### src/rtl/hrst_pkg.sv
package hrst_pkg;

  typedef enum logic [1:0] {
    CAUSE_POR    = 2'd0,
    CAUSE_WDT_L1 = 2'd1,
    CAUSE_WDT_L2 = 2'd2,
    CAUSE_PIN    = 2'd3
  } cause_e;

endpackage

### src/rtl/hrst_sync.sv
module hrst_sync #(
  parameter int  STAGES  = 2,
  parameter bit  RST_VAL = 1'b1
) (
  input  logic clk,
  input  logic arst,
  input  logic d_i,
  output logic q_o
);

  logic [STAGES-1:0] chain_q;

  generate
    for (genvar s = 0; s < STAGES; s++) begin : g_stage
      if (s == 0) begin : g_first
        always_ff @(posedge clk or posedge arst) begin
          if (arst) chain_q[s] <= RST_VAL;
          else      chain_q[s] <= d_i;
        end
      end else begin : g_next
        always_ff @(posedge clk or posedge arst) begin
          if (arst) chain_q[s] <= RST_VAL;
          else      chain_q[s] <= chain_q[s-1];
        end
      end
    end
  endgenerate

  assign q_o = chain_q[STAGES-1];

endmodule

### src/rtl/hrst_debounce.sv
module hrst_debounce #(
  parameter int CYCLES = 1640000
) (
  input  logic clk,
  input  logic arst,
  input  logic din_i,
  output logic level_o,
  output logic fall_o
);

  localparam int CW = $clog2(CYCLES + 1);
  localparam logic [CW-1:0] LAST = CW'(CYCLES - 1);

  logic [CW-1:0] run_q;

  always_ff @(posedge clk or posedge arst) begin
    if (arst) begin
      level_o <= 1'b1;
      run_q   <= '0;
      fall_o  <= 1'b0;
    end else begin
      fall_o <= 1'b0;
      if (din_i != level_o) begin
        if (run_q == LAST) begin
          level_o <= din_i;
          run_q   <= '0;
          fall_o  <= ~din_i;
        end else begin
          run_q <= run_q + 1'b1;
        end
      end else begin
        run_q <= '0;
      end
    end
  end

  AST_DEB_QUIET: assert property (@(posedge clk) disable iff (arst)
    (din_i == level_o) |=> $stable(level_o));
  AST_DEB_FALL_LOW: assert property (@(posedge clk) disable iff (arst)
    fall_o |-> !level_o);

endmodule

### src/rtl/hrst_stretch.sv
module hrst_stretch #(
  parameter int HOLD = 16
) (
  input  logic clk,
  input  logic arst,
  input  logic req_i,
  output logic active_o
);

  localparam int CW = (HOLD > 2) ? $clog2(HOLD) : 1;
  localparam logic [CW-1:0] LOAD = CW'(HOLD - 1);

  logic [CW-1:0] left_q;

  always_ff @(posedge clk or posedge arst) begin
    if (arst) begin
      active_o <= 1'b1;
      left_q   <= LOAD;
    end else if (req_i) begin
      active_o <= 1'b1;
      left_q   <= LOAD;
    end else if (left_q != '0) begin
      left_q <= left_q - 1'b1;
    end else begin
      active_o <= 1'b0;
    end
  end

  AST_HOLD_KEEP: assert property (@(posedge clk) disable iff (arst)
    (active_o && left_q != '0) |=> active_o);
  AST_REQ_RAISES: assert property (@(posedge clk) disable iff (arst)
    req_i |=> active_o);

endmodule

### src/rtl/hrst_router.sv
module hrst_router
  import hrst_pkg::*;
#(
  parameter int DEB_CYCLES = 1640000,
  parameter int MIN_HOLD   = 16
) (
  input  logic       clk,
  input  logic       por_req_i,
  input  logic       wdt_tmo_i,
  input  logic       hw_wdt_en_i,
  input  logic       root_rst_en_i,
  input  logic       ext_rst_n_i,
  output logic       rst_l1_o,
  output logic       rst_l2_o,
  output logic [1:0] cause_o
);

  localparam int SYNC_STAGES = 2;

  logic wdt_to_l1;
  logic wdt_to_l2;
  logic pin_sync;
  logic pin_level;
  logic pin_fall;
  logic l1_act;
  logic l2_act;
  cause_e cause_q;

  assign wdt_to_l1 = wdt_tmo_i & hw_wdt_en_i & ~root_rst_en_i;
  assign wdt_to_l2 = wdt_tmo_i & root_rst_en_i;

  hrst_sync #(.STAGES(SYNC_STAGES), .RST_VAL(1'b1)) i_pin_sync (
    .clk  (clk),
    .arst (por_req_i),
    .d_i  (ext_rst_n_i),
    .q_o  (pin_sync)
  );

  hrst_debounce #(.CYCLES(DEB_CYCLES)) i_pin_deb (
    .clk     (clk),
    .arst    (por_req_i),
    .din_i   (pin_sync),
    .level_o (pin_level),
    .fall_o  (pin_fall)
  );

  hrst_stretch #(.HOLD(MIN_HOLD)) i_l1_hold (
    .clk      (clk),
    .arst     (por_req_i),
    .req_i    (wdt_to_l1),
    .active_o (l1_act)
  );

  hrst_stretch #(.HOLD(MIN_HOLD)) i_l2_hold (
    .clk      (clk),
    .arst     (por_req_i),
    .req_i    (wdt_to_l1 | wdt_to_l2 | ~pin_level),
    .active_o (l2_act)
  );

  always_ff @(posedge clk or posedge por_req_i) begin
    if (por_req_i)      cause_q <= CAUSE_POR;
    else if (wdt_to_l1) cause_q <= CAUSE_WDT_L1;
    else if (wdt_to_l2) cause_q <= CAUSE_WDT_L2;
    else if (pin_fall)  cause_q <= CAUSE_PIN;
  end

  assign rst_l1_o = l1_act;
  assign rst_l2_o = l2_act;
  assign cause_o  = cause_q;

  AST_L2_COVERS_L1: assert property (@(posedge clk) disable iff (por_req_i)
    rst_l1_o |-> rst_l2_o);
  AST_WDT_L1: assert property (@(posedge clk) disable iff (por_req_i)
    (wdt_tmo_i && hw_wdt_en_i && !root_rst_en_i) |=> (rst_l1_o && cause_o == CAUSE_WDT_L1));
  AST_WDT_L2_ONLY: assert property (@(posedge clk) disable iff (por_req_i)
    (wdt_tmo_i && root_rst_en_i && !rst_l1_o) |=> (rst_l2_o && !rst_l1_o));
  AST_WDT_MASKED: assert property (@(posedge clk) disable iff (por_req_i)
    (wdt_tmo_i && !hw_wdt_en_i && !root_rst_en_i && !pin_fall) |=> $stable(cause_o));
  AST_CAUSE_STICKY: assert property (@(posedge clk) disable iff (por_req_i)
    (cause_o != CAUSE_POR) |=> (cause_o != CAUSE_POR));

endmodule

### config.mk
export PLATFORM = sky130hd
export DESIGN_NAME = hrst_router
export DESIGN_NICKNAME = d
export VERILOG_FILES = /design/src/rtl/hrst_pkg.sv /design/src/rtl/hrst_sync.sv /design/src/rtl/hrst_debounce.sv /design/src/rtl/hrst_stretch.sv /design/src/rtl/hrst_router.sv
export SDC_FILE = /design/constraint.sdc
export NUM_CORES = 1
export LEC_CHECK = 0
export ABC_CLOCK_PERIOD_IN_PS = 1900
export BUFFER_PORTS_ARGS = -buffer_cell sky130_fd_sc_hd__buf_4
export CAP_MARGIN = 20
export CORE_MARGIN = 2
export CORE_UTILIZATION = 54
export CTS_CLUSTER_SIZE = 12
export DETAILED_ROUTE_END_ITERATION = 16
export GPL_TIMING_DRIVEN = 0
export PLACE_DENSITY_LB_ADDON = 0.3
export RECOVER_POWER = 100
export SYNTH_ARGS = -nofsm -noshare
export SYNTH_HDL_FRONTEND = slang
export SYNTH_SLANG_ARGS = --single-unit
export TNS_END_PERCENT = 20
### constraint.sdc
create_clock -name clk -period 1.9 [get_ports clk]
set_input_delay 0.57 -clock clk [delete_from_list [all_inputs] [get_ports clk]]
set_output_delay 0.57 -clock clk [all_outputs]
set_load 0.005 [all_outputs]
Word-level counts from Yosys, hierarchy flattened
Cells that the tools add are included.
{ "classes": {"addsub": 3, "n_eq_ne": 4, "mux": 15, "bitwise": 8, "n_reduce_logical": 6} }
{ "op_table": {"columns": ["op", "n"], "rows": [
  ["$mux W21", 2],
  ["$add A21 B1 Y21 const B", 1],
  ["$eq A21 B21 Y1 const B", 1],
  ["$mux W4", 4],
  ["$reduce_bool A4 Y1", 2],
  ["$sub A4 B1 Y4 const B", 2],
  ["$mux W1", 6],
  ["$mux W2", 3],
  ["$reduce_bool A2 Y1", 2],
  ["$and A1 B1 Y1", 3],
  ["$not A1 Y1", 3],
  ["$reduce_bool A3 Y1", 1],
  ["$ne A2 B1 Y1 const B", 1],
  ["$ne A2 B2 Y1 const B", 1],
  ["$or A1 B1 Y1", 2],
  ["$reduce_and A2 Y1", 1],
  ["$ne A1 B1 Y1", 1]
]} }
{ "word_totals": {"ff_bits": 37, "output_inout_bits": 4, "wordCells": 46} }

Logic depth before layout (Yosys ltp)
{ "logic_depth": {"ltp_word": 5, "depth_mapped": 7} }

Modules after synthesis
From an unflattened synthesis, not the netlist that was laid out.
{ "unflattened": {"cells_unflattened": 183, "area_unflattened_um2": 1870.5} }
{ "modules_own_cells": {"columns": ["module", "instances", "cells_each", "area_per_inst_um2", "seq_area_each_um2"], "rows": [
  ["hrst_debounce", 1, 118, 1193.6, 576.8],
  ["hrst_stretch", 2, 25, 261.5, 131.4],
  ["hrst_router", 1, 12, 97.6, 50.0],
  ["hrst_sync", 1, 3, 56.3, 52.6]
]} }

Worst setup path after synthesis
Ideal clock, no wire load.
{ "synth_timing": {"path_kind": "register -> register", "startpoint": "reg i_pin_deb.run_q[13]", "endpoint": "reg i_pin_deb.run_q[12]", "setup_time_ns": 0.119, "arrival_ns": 1.648, "required_time_ns": 1.781, "setup_slack_ns": 0.133, "path_stages_with_launch": 7, "period_less_slack_ns": 1.767, "path_cell_list": "dfrtp_1 or4b_1 nor4_2 a31o_2 buf_6 buf_6 nor2_1"} }
{ "synth_via": {"elab_chain_len": 3} }
{ "synth_rtl": {"columns": ["item", "line", "text"], "rows": [
  ["from (decl)", "hrst_debounce.sv:14", "logic [CW-1:0] run_q;"],
  ["from (signal assigned)", "hrst_debounce.sv:29", "run_q <= run_q + 1'b1;"],
  ["$eq A21 B21 Y1", "hrst_debounce.sv:24", "if (run_q == LAST) begin"],
  ["$mux W21", "hrst_debounce.sv:24", null],
  ["$mux W21", "hrst_debounce.sv:23", "if (din_i != level_o) begin"]
]} }
Every way passes these cells.
A chain may end at the register's enable or synchronous reset.

Final worst setup path
{ "layout_timing": {"startpoint": "reg i_pin_deb.run_q[0]", "endpoint": "reg i_pin_deb.run_q[20]"} }
{ "layout_via": {"elab_chain_len": 3} }
{ "layout_rtl": {"columns": ["item", "line"], "rows": [
  ["$add A21 B1 Y21 or $eq A21 B21 Y1 (tied branches)", "hrst_debounce.sv:29, hrst_debounce.sv:24"],
  ["$mux W21 *", "hrst_debounce.sv:24"],
  ["$mux W21 *", "hrst_debounce.sv:23"]
]} }
Every way passes the cells marked *; elsewhere a longest branch is shown, timed or not.

==> flow_metrics.tcl <==
set metrics [dict create \
    status "finished, final reports clean" \
    firstDrtPassIters 4 \
    postSynthAreaPerCell_um2 10.3 \
    cp_data_arrival_time_ns 2.13 \
    multiInputGateArea_um2 820 \
    initial_utilization_pct 55.1 \
    synth.largest_area_cell "dfrtp_1" \
    postSynthCellCount 175 \
    reg2regPathDepth 5 \
    fillers 272 \
    boundaryPins 10 \
    seqCellArea_um2 945 \
    vias 1374 \
    n_antenna_cell 0 \
    ir_drop_mv 0.432 \
    synth-edff-count 0 \
    grt_max_degree 24 \
    grt_overflow 0 \
    syn_nets 184 \
    crit_buf_inv 0 \
    route.detailed.drc 0 \
    worst_skew_pair.late_latency_ns 0.35 \
    finalSetupTns_ns 0 \
    area_growth_pct 13.9 \
    critPathLaunchType "flop" \
    grt_usage_pct 20.8 \
    timing.hold.ws_ns 0.247 \
    hold_class "input pin to asynchronous set/reset pin" \
    cts_hold_buf 0 \
    synth_area_um2 1810 \
    crit_fanout 6 \
    cellLeakagePower_nw 0.864 \
    maxSlewHeadroom_pct 63.0 \
    async_flop_share_pct 100 \
    critPathTopFamily "simple AND/OR/NAND/NOR gates" \
    drt_iter0_drc 48 \
    numCtsBuffers 5 \
    skew_ns 0.0142 \
    clockRootBuffer "clkbuf_4" \
    drive_above_1_share_pct 25.9 \
    finalNetCount 205 \
    stdcell_count 243 \
    powerDensity_nw_per_um2 783 \
    grt_pass1_vias 1350 \
    endpoint_kind "flop" \
    tightest_slew_ns 0.556 \
    synth_top_area_share_pct 33.2 \
    clk_path_buf_depth 2 \
    clk_pin_slew_ns 0.11 \
    fp.dieH_um 61.9 \
    reg2reg_to "i_pin_deb.run_q[20]" \
    max_stage_delay_ns 0.43 \
    grt_pass1_wl_mm 5.70 \
    routed_via_density 5.65 \
    cp_slowest_cell "or4_4" \
    r2r_start "i_pin_deb.run_q[0]" \
    yosysSeqAreaShare_pct 52.1 \
    critical_path_class "flop to flop" \
    core_um2 3280 \
    hold_viol 0 \
    ys_ff_latch 37 \
    dpl.cell_count 231 \
    io_buffers 9 \
    critPathRequiredTime_ns 2.18 \
    dp_hpwl_mm 2.33 \
    post-route-min-period_ns 1.85 \
    cts_tree "built" \
    critical_path.cell_chain "ha_1, nand3_2, or3_4, or4_4, a21oi_2" \
    maxSlewViolCount 0 \
    rrSetupSlack_ns 0.05 \
    yosysWarnings 0 \
    dieArea_um2 3830 \
    fin_crit_sh_pct 97.5 \
    ys_types 40 \
    antenna_found_initial 0 \
    finalWirelength_mm 3.40 \
    max_cap_violations 0 \
    place_congestion 0.824 \
    synth_area_leaders "dfrtp_1 (33%), dfstp_2 (19%), xnor2_1 (7.3%)" \
    drt-wirelength-per-cell_um 14.0 \
    htreeDepth 2 \
    antenna_left 0 \
    setup_viol 0 \
    clock_sinks 37 \
    die_w_um 61.9 \
    yosys_most_used_dff "dfrtp_1" \
    num_rows 21 \
    clock.fmax_ghz 0.540 \
]
## placed cells by master, fill, tap and decap left out, types with 4 or more instances in the layout
cell type | synthesis | routed
buf_4 | 0 | 7
dfstp_2 | 13 | 11
inv_1 | 10 | 10
dfrtp_1 | 24 | 22
xnor2_1 | 15 | 15
nand3_1 | 12 | 11
clkbuf_4 | 0 | 10
nor2_1 | 24 | 24
nand2_1 | 14 | 14
nor4_1 | 6 | 6
nor3_1 | 5 | 4
nand4_1 | 4 | 4
## layer usage
| metal | track usage [%] | routed length (um) | share of wire, % |
|---|---|---|---|
| met1 | 24.2 | 1460 | 43 |
| met2 | 35.2 | 1740 | 51 |
| met3 | 6.63 | 136 | 4.0 |
| met4 | 9.12 | 59 | 1.7 |
| met5 | 0 | 0 | 0 |
## cell usage after synthesis, types with 2 or more instances
| master | number |
|---|---|
| a211o_1 | 2 |
| a21oi_1 | 3 |
| buf_2 | 2 |
| buf_6 | 2 |
| dfrtp_1 | 24 |
| dfstp_2 | 13 |
| ha_1 | 3 |
| inv_1 | 10 |
| nand2_1 | 14 |
| nand3_1 | 12 |
| nand4_1 | 4 |
| nor2_1 | 24 |
| nor3_1 | 5 |
| nor3b_1 | 3 |
| nor4_1 | 6 |
| o211ai_1 | 2 |
| o21ai_0 | 3 |
| o31ai_1 | 3 |
| or4_1 | 3 |
| xnor2_1 | 15 |
| xor2_1 | 3 |
## metrics by stage
stage	cell area [um2]	util, %	setup WS, ns	total power [mW]
after global routing	2060	62.7	-0.00819	1.71
after detailed placement	1960	59.7	-0.0305	1.18
after global placement	1930	58.9	-0.0268	1.15
after floorplan	1810	-	0.133	1.10
final	2060	62.7	0.0479	1.61
after CTS	2060	62.6	0.0168	1.65
## where the power goes
group	switching, mW	internal (mW)
clock	0.250	0.214
sequential	0.0450	0.889
combinational	0.113	0.100
## worst register-to-register path, cell delays in order (launching register included)
cell     delay (ns)
dfrtp_1        0.40
ha_1           0.25
nand3_2        0.18
or3_4          0.38
or4_4          0.43
a21oi_2        0.15
## state kept, by name (all words and copies together), names as in the netlist
register / cells
i_pin_sync.chain_q: 1
i_l1_hold.active_o: 1
i_pin_deb.level_o: 1
i_l1_hold.left_q: 4
i_l2_hold.active_o: 1
cause_o: 2
i_pin_sync.q_o: 1
i_l2_hold.left_q: 4
i_pin_deb.run_q: 21
i_pin_deb.fall_o: 1
## worst max path at each step
stage | cells after the start | start | endpoint
2_1_floorplan | 6 | i_pin_deb.run_q[13] | i_pin_deb.run_q[12]
3_3_place_gp | 6 | i_pin_deb.run_q[13] | i_pin_deb.run_q[12]
3_5_place_dp | 6 | i_pin_deb.run_q[13] | i_pin_deb.run_q[9]
4_1_cts | 7 | i_pin_deb.run_q[7] | i_pin_deb.run_q[12]
5_1_grt | 5 | i_pin_deb.run_q[12] | i_pin_deb.run_q[19]
6_report | 5 | i_pin_deb.run_q[0] | i_pin_deb.run_q[20]
## kinds of logic (layout without fill, tap and decap cells)
group | after synthesis | count (layout) | synth area share (%)
adders and majority gates | 3 | 3 | 2.07
muxes | 1 | 1 | 0.622
xor gates and xnor gates | 18 | 18 | 8.71
DFF | 37 | 37 | 52.1
and+or+nand+nor | 84 | 84 | 25.7
AOI/OAI and AO/OA | 18 | 18 | 6.92
buffers and inverters | 14 | 36 | 3.87
## what timing repair did
action,4_1_cts,5_1_grt
pin swaps,0,3
gates resized for setup,3,3
setup endpoints to repair,11,11
buffers inserted,1,3
## final cells by class
| class | count | share of cell area [%] |
|---|---|---|
| well taps | 46 | 2.79 |
| inverters | 10 | 1.82 |
| clock buffers | 7 | 3.16 |
| plain buffers | 4 | 1.58 |
| flip-flops and latches | 37 | 45.8 |
| clock inverters | 1 | 0.243 |
| repair buffers | 14 | 4.80 |
| multi-input cells | 124 | 39.8 |
Note: power is estimated with default switching activity, not from simulation.
